===== src/rtl/adc_mute_pkg.sv =====
package adc_mute_pkg;

  // Settling length choice, as seen on the select input
  typedef enum logic {
    LEN_LONG  = 1'b0,
    LEN_SHORT = 1'b1
  } len_sel_e;

  // Index of the channels inside the internal arrays
  localparam int unsigned CH_LEFT  = 0;
  localparam int unsigned CH_RIGHT = 1;
  localparam int unsigned NUM_CH   = 2;

  function automatic int unsigned max_u(input int unsigned a, input int unsigned b);
    return (a > b) ? a : b;
  endfunction

endpackage


===== src/rtl/ams_rst_sync.sv =====
module ams_rst_sync #(
  parameter int unsigned STAGES = 2
) (
  input  logic clk,
  input  logic rst_n,
  output logic rst_n_sync
);

  logic [STAGES-1:0] sync_q;
  logic [STAGES-1:0] sync_d;

  always_comb begin
    sync_d = {sync_q[STAGES-2:0], 1'b1};
  end

  always_ff @(posedge clk or negedge rst_n) begin
    if (!rst_n) begin
      sync_q <= '0;
    end else begin
      sync_q <= sync_d;
    end
  end

  assign rst_n_sync = sync_q[STAGES-1];

endmodule


===== src/rtl/ams_edge_detect.sv =====
module ams_edge_detect #(
  parameter int unsigned NCH = 2
) (
  input  logic           clk,
  input  logic           rst_n,
  input  logic [NCH-1:0] en,
  output logic           trig,
  output logic           any_en
);

  logic [NCH-1:0] prev_q;
  logic [NCH-1:0] rise;

  genvar g;
  generate
    for (g = 0; g < NCH; g++) begin : g_ch
      always_ff @(posedge clk or negedge rst_n) begin
        if (!rst_n) begin
          prev_q[g] <= 1'b0;
        end else begin
          prev_q[g] <= en[g];
        end
      end
      assign rise[g] = en[g] & ~prev_q[g];
    end
  endgenerate

  assign trig   = |rise;
  assign any_en = |en;

endmodule


===== src/rtl/ams_startup_counter.sv =====
module ams_startup_counter
  import adc_mute_pkg::*;
#(
  parameter int unsigned LONG_LEN  = 1059,
  parameter int unsigned SHORT_LEN = 267
) (
  input  logic clk,
  input  logic rst_n,
  input  logic trig,
  input  logic any_en,
  input  logic smp_stb,
  input  logic len_sel,
  output logic busy
);

  localparam int unsigned MAX_LEN = max_u(LONG_LEN, SHORT_LEN);
  localparam int unsigned CNT_W   = (MAX_LEN > 1) ? $clog2(MAX_LEN) : 1;
  localparam logic [CNT_W-1:0] LONG_LAST  = CNT_W'(LONG_LEN - 1);
  localparam logic [CNT_W-1:0] SHORT_LAST = CNT_W'(SHORT_LEN - 1);

  logic             busy_q, busy_d;
  logic [CNT_W-1:0] cnt_q, cnt_d;
  logic             len_q, len_d;
  logic [CNT_W-1:0] last;
  logic             upd_en;

  assign last = (len_sel_e'(len_q) == LEN_SHORT) ? SHORT_LAST : LONG_LAST;

  // Next-state logic: idle clears, trigger restarts, strobe advances
  always_comb begin
    busy_d = busy_q;
    cnt_d  = cnt_q;
    len_d  = len_q;
    upd_en = 1'b0;
    if (!any_en) begin
      busy_d = 1'b0;
      cnt_d  = '0;
      upd_en = 1'b1;
    end else if (trig) begin
      busy_d = 1'b1;
      cnt_d  = '0;
      len_d  = len_sel;
      upd_en = 1'b1;
    end else if (busy_q && smp_stb) begin
      upd_en = 1'b1;
      if (cnt_q == last) begin
        busy_d = 1'b0;
        cnt_d  = '0;
      end else begin
        cnt_d  = cnt_q + 1'b1;
      end
    end
  end

  always_ff @(posedge clk or negedge rst_n) begin
    if (!rst_n) begin
      busy_q <= 1'b0;
      cnt_q  <= '0;
      len_q  <= 1'b0;
    end else if (upd_en) begin
      busy_q <= busy_d;
      cnt_q  <= cnt_d;
      len_q  <= len_d;
    end
  end

  assign busy = busy_q;

  p_trig_busy_r1: assert property (@(posedge clk) disable iff (!rst_n)
    (trig && any_en) |=> busy_q);

  p_cnt_range_r2: assert property (@(posedge clk) disable iff (!rst_n)
    busy_q |-> (cnt_q <= last));

  p_hold_no_strobe_r5: assert property (@(posedge clk) disable iff (!rst_n)
    (busy_q && !smp_stb && !trig && any_en) |=> ($stable(cnt_q) && busy_q));

  p_idle_clear_r9: assert property (@(posedge clk) disable iff (!rst_n)
    !any_en |=> !busy_q);

  p_fall_cause_r3: assert property (@(posedge clk) disable iff (!rst_n)
    $fell(busy_q) |-> ($past(smp_stb) || !$past(any_en)));

endmodule


===== src/rtl/ams_output_gate.sv =====
module ams_output_gate #(
  parameter int unsigned DATA_W = 24,
  parameter int unsigned NCH    = 2
) (
  input  logic              mute,
  input  logic [DATA_W-1:0] din  [NCH],
  output logic [DATA_W-1:0] dout [NCH]
);

  genvar g;
  generate
    for (g = 0; g < NCH; g++) begin : g_ch
      assign dout[g] = mute ? '0 : din[g];
    end
  endgenerate

endmodule


===== src/rtl/adc_startup_mute.sv =====
module adc_startup_mute
  import adc_mute_pkg::*;
#(
  parameter int unsigned DATA_W    = 24,
  parameter int unsigned LONG_LEN  = 1059,
  parameter int unsigned SHORT_LEN = 267
) (
  input  logic              clk,
  input  logic              rst_n,
  input  logic              smp_stb,
  input  logic              en_l,
  input  logic              en_r,
  input  logic              len_sel,
  input  logic [DATA_W-1:0] din_l,
  input  logic [DATA_W-1:0] din_r,
  output logic [DATA_W-1:0] dout_l,
  output logic [DATA_W-1:0] dout_r,
  output logic              busy
);

  logic              rst_n_i;
  logic [NUM_CH-1:0] en_vec;
  logic              trig;
  logic              any_en;
  logic              busy_w;
  logic              mute;
  logic [DATA_W-1:0] din_a  [NUM_CH];
  logic [DATA_W-1:0] dout_a [NUM_CH];

  assign en_vec[CH_LEFT]  = en_l;
  assign en_vec[CH_RIGHT] = en_r;
  assign din_a[CH_LEFT]   = din_l;
  assign din_a[CH_RIGHT]  = din_r;

  ams_rst_sync #(.STAGES(2)) u_rst_sync (
    .clk        (clk),
    .rst_n      (rst_n),
    .rst_n_sync (rst_n_i)
  );

  ams_edge_detect #(.NCH(NUM_CH)) u_edge (
    .clk    (clk),
    .rst_n  (rst_n_i),
    .en     (en_vec),
    .trig   (trig),
    .any_en (any_en)
  );

  ams_startup_counter #(
    .LONG_LEN  (LONG_LEN),
    .SHORT_LEN (SHORT_LEN)
  ) u_cnt (
    .clk     (clk),
    .rst_n   (rst_n_i),
    .trig    (trig),
    .any_en  (any_en),
    .smp_stb (smp_stb),
    .len_sel (len_sel),
    .busy    (busy_w)
  );

  // Muted while settling, in the trigger cycle, and while both channels are off
  assign mute = busy_w | trig | ~any_en;

  ams_output_gate #(
    .DATA_W (DATA_W),
    .NCH    (NUM_CH)
  ) u_gate (
    .mute (mute),
    .din  (din_a),
    .dout (dout_a)
  );

  assign dout_l = dout_a[CH_LEFT];
  assign dout_r = dout_a[CH_RIGHT];
  assign busy   = busy_w;

  p_busy_mutes_r6: assert property (@(posedge clk) disable iff (!rst_n_i)
    busy_w |-> (dout_l == '0 && dout_r == '0));

  p_idle_zero_r9: assert property (@(posedge clk) disable iff (!rst_n_i)
    (!en_l && !en_r) |-> (dout_l == '0 && dout_r == '0));

endmodule


===== config.mk =====
export PLATFORM = sky130hd
export DESIGN_NAME = adc_startup_mute
export DESIGN_NICKNAME = d
export VERILOG_FILES = /design/src/rtl/adc_mute_pkg.sv /design/src/rtl/ams_rst_sync.sv /design/src/rtl/ams_edge_detect.sv /design/src/rtl/ams_startup_counter.sv /design/src/rtl/ams_output_gate.sv /design/src/rtl/adc_startup_mute.sv
export SDC_FILE = /design/constraint.sdc
export NUM_CORES = 1
export LEC_CHECK = 0
export ABC_AREA = 1
export BUFFER_PORTS_ARGS = -buffer_cell sky130_fd_sc_hd__buf_2
export CORE_ASPECT_RATIO = 2
export CORE_MARGIN = 10
export CORE_UTILIZATION = 40
export DETAILED_ROUTE_END_ITERATION = 10
export PLACE_DENSITY = 0.91
export SLEW_MARGIN = 0
export SYNTH_ARGS = -nofsm -noshare
export SYNTH_HDL_FRONTEND = slang
export SYNTH_SLANG_ARGS = --single-unit

===== constraint.sdc =====
create_clock -name clk -period 2.4 [get_ports clk]
set_clock_uncertainty 0.2 [all_clocks]
set_input_delay 0.6 -clock clk [delete_from_list [all_inputs] [get_ports clk]]
set_output_delay 0.6 -clock clk [all_outputs]
set_load 0.01 [all_outputs]

==> impl_results.md <==
- Initial antenna violation count: 0
- Cells after Synth: 225
- Fill cell total of the finished layout: 142
- Area leader, netlist: dfrtp_1
- H-tree depth: 1
- Largest net degree at the start of global routing: 25
- Rows: 29
- Endpoint class of the critical path: register
- Final GP Congestion: 0.906
- Clock root cell: clkbuf_8
- CTS Sinks: 17
- Area delta synth->final: 114%
- #FFs+latches synth: 17
- HPWL Detailed: 4010 um
- Leading cell types in the layout, fill and taps excluded: inv_1, buf_2, buf_6
- Status: finished with violations
- Antenna cells: 0
- Share of cells above drive strength 1: 56.2%
- CP max FO: 5
- Static Leak: 1.65 nW
- Slew Viols, Final: 0
- Non-Filler Instances: 392
- Worst Path Arrival: 2.59 ns
- Tightest Pin Transition: 0.657 ns
- Crit path required time: 2.39 ns
- Syn_nets: 281
- Vias in the first global route: 1724
- Slew headroom: 56.2%
- CTS tree: done
- Final setup viols: 57
- Port bufs: 102
- WL per Instance: 21.7 um
- Reg clk slew, reported paths: 0.07 ns
- Max_cap viols: 0
- Unrepaired setup endpoints after global routing: yes
- Via/cell ratio: 5.31
- IO Count: 103
- Fmax: 0.384 GHz
- DRC Markers: 0
- Crit start category: register
- TritonCTS Buffers: 3
- Synth area leaders: dfrtp_1, inv_1, nor2_1
- Most common cell after layout, fill and taps aside: inv_1
- Tmin final: 2.60 ns
- Total number of vias: 2083
- Initial DRC count: 97
- Worst min path class: register to asynchronous set/reset pin
- DRT Wirelength: 8500 um
- Met2 wire length: 4260 um
- # placed instances: 357
- Post-synthesis sequential area ratio: 31.5%
- P per Cell Area: 352 nW/um^2
- GRT Overall Usage: 16.7%
- Mapped Area: 1350 sq um
- Clock Latency Late Sink: 0.25 ns
- GRT overflow: 0
- DIE WIDTH: 61.1 um
- Die height: 102 um
- Antenna Violating Nets Remaining: 0
- Met1 Wirelength: 2540 um
- Yosys top cell area share: 31.5%
- PnR worst setup slack: -0.203 ns
- Fin crit share: 108%
- Initial core utilization: 41.9%
- First-pass GRT wire length: 8130 um
- Core footprint: 3230 sq um
- Fin. Hold Viols: 0
- Syn. warnings: 0
- Syn_area_per_cell: 6.01 sq um
- Post-synthesis cell type count: 17
- Worst vdd ir: 0.435 mV
- Die area: 6250 sq um
- Met3 routed WL: 1030 um
- Critical path type: register to register
- Hold slack final: 0.0722 ns
- TritonRoute pass-1 iters: 4
- Layout net count: 418
- Uppermost routed layer: met4
- Clock Path Buffers: 2
- Failing checks: setup timing
## routing by layer
metal / up-vias / GRT usage [%]
met5: - / 0
met4: 0 / 6.37
met3: 56 / 5.47
met2: 179 / 32.7
met1: 943 / 14.5
li1: 905 / -
## sequential cells by signal, summed over array words and instances, names as in the netlist
name and count:
u_cnt.busy 1, u_cnt.cnt_q 11, u_cnt.len_q 1, u_edge.prev_q 2
u_rst_sync.sync_q 2
## worst max-delay path, stage by stage, from the launching register on
cell and delay (ns):
dfrtp_1 0.38, inv_2 0.08, nand2_4 0.06, buf_4 0.13
buf_4 0.12, buf_4 0.12, buf_4 0.12, buf_4 0.13
buf_4 0.13, buf_4 0.12, buf_4 0.12, nand4_1 0.18
buf_6 0.16, nand4_1 0.17, nand2_1 0.14, nand2_1 0.08
nor2_1 0.09
## cell usage after synthesis, drive strengths merged
cell type / n
nor2: 70
inv: 68
nand2: 42
dfrtp: 17
buf: 6
nand3: 6
nand4: 5
o21ai: 3
xor2: 3
ha: 2
conb: 1
o21bai: 1
or2: 1
## final timing paths
| check | startpoint | to | slack, ns | cells after the start |
|---|---|---|---|---|
| max reg2reg | u_edge.prev_q[1] | u_cnt.cnt_q[10] | -0.20 | 16 |
| min in group clk | u_rst_sync.sync_q[0] | u_rst_sync.sync_q[1] | 0.16 | 0 |
| min reg2reg | u_rst_sync.sync_q[1] | u_cnt.cnt_q[6] | 0.07 | 0 |
| min | u_rst_sync.sync_q[1] | u_cnt.cnt_q[6] | 0.07 | 0 |
| max | u_edge.prev_q[1] | u_cnt.cnt_q[10] | -0.20 | 16 |
| max in group asynchronous | rst_n | u_rst_sync.sync_q[1] | 1.46 | 2 |
## timing repair
action | CTS | global route
endpoints found under the hold margin | 2 | 0
setup endpoints to repair | 48 | 58
resized for setup | 22 | 117
hold buffers | 1 | 0
cloned | 3 | 5
buffers inserted | 18 | 4
pin swaps | 1 | 13
## power by group
group | leakage, nW | switching, W | internal, W
Sequential | 0.223 | 0.0000158 | 0.000297
Clock | 0.0255 | 0.000104 | 0.000115
Combinational | 1.40 | 0.000250 | 0.000237
Total | 1.65 | 0.000370 | 0.000649
## layout make-up
| cell class | count | area (sq um) | share of cell area (%) |
|---|---|---|---|
| repair buffers | 138 | 1190 | 41.0 |
| clock buffers | 3 | 41.3 | 1.43 |
| multi-input cells | 134 | 941 | 32.5 |
| inverters | 68 | 258 | 8.90 |
| well taps | 31 | 38.8 | 1.34 |
| clock inverters | 1 | 5.00 | 0.173 |
| flip-flops and latches | 17 | 425 | 14.7 |
## through the flow
step	setup TNS, ns	utilization (%)	setup slack (ns)	cell area (sq um)	total power (W)
2_1_floorplan	0	-	0.142	1350	0.000438
3_3_place_gp	-2.73	58.9	-0.0696	1900	0.000540
3_5_place_dp	-4.63	58.9	-0.128	1900	0.000547
4_1_cts	-0.857	69.4	-0.0387	2240	0.000832
5_1_grt	-7.85	89.7	-0.315	2900	0.00106
6_report	-5.55	89.7	-0.203	2900	0.00102
## cell families (layout without fill, tap and decap cells)
logic type	after synthesis	after routing	share of synthesized area (%)
AO/OA/AOI/OAI	4	4	1.67
XOR/XNOR	3	3	1.94
adder cells (fa/ha/maj)	2	2	1.85
buffers and inverters	74	210	22.5
flip-flops	17	17	31.5
other	1	1	0.277
AND/OR/NAND/NOR	124	124	40.3
Power figures use the tool's default switching activity.
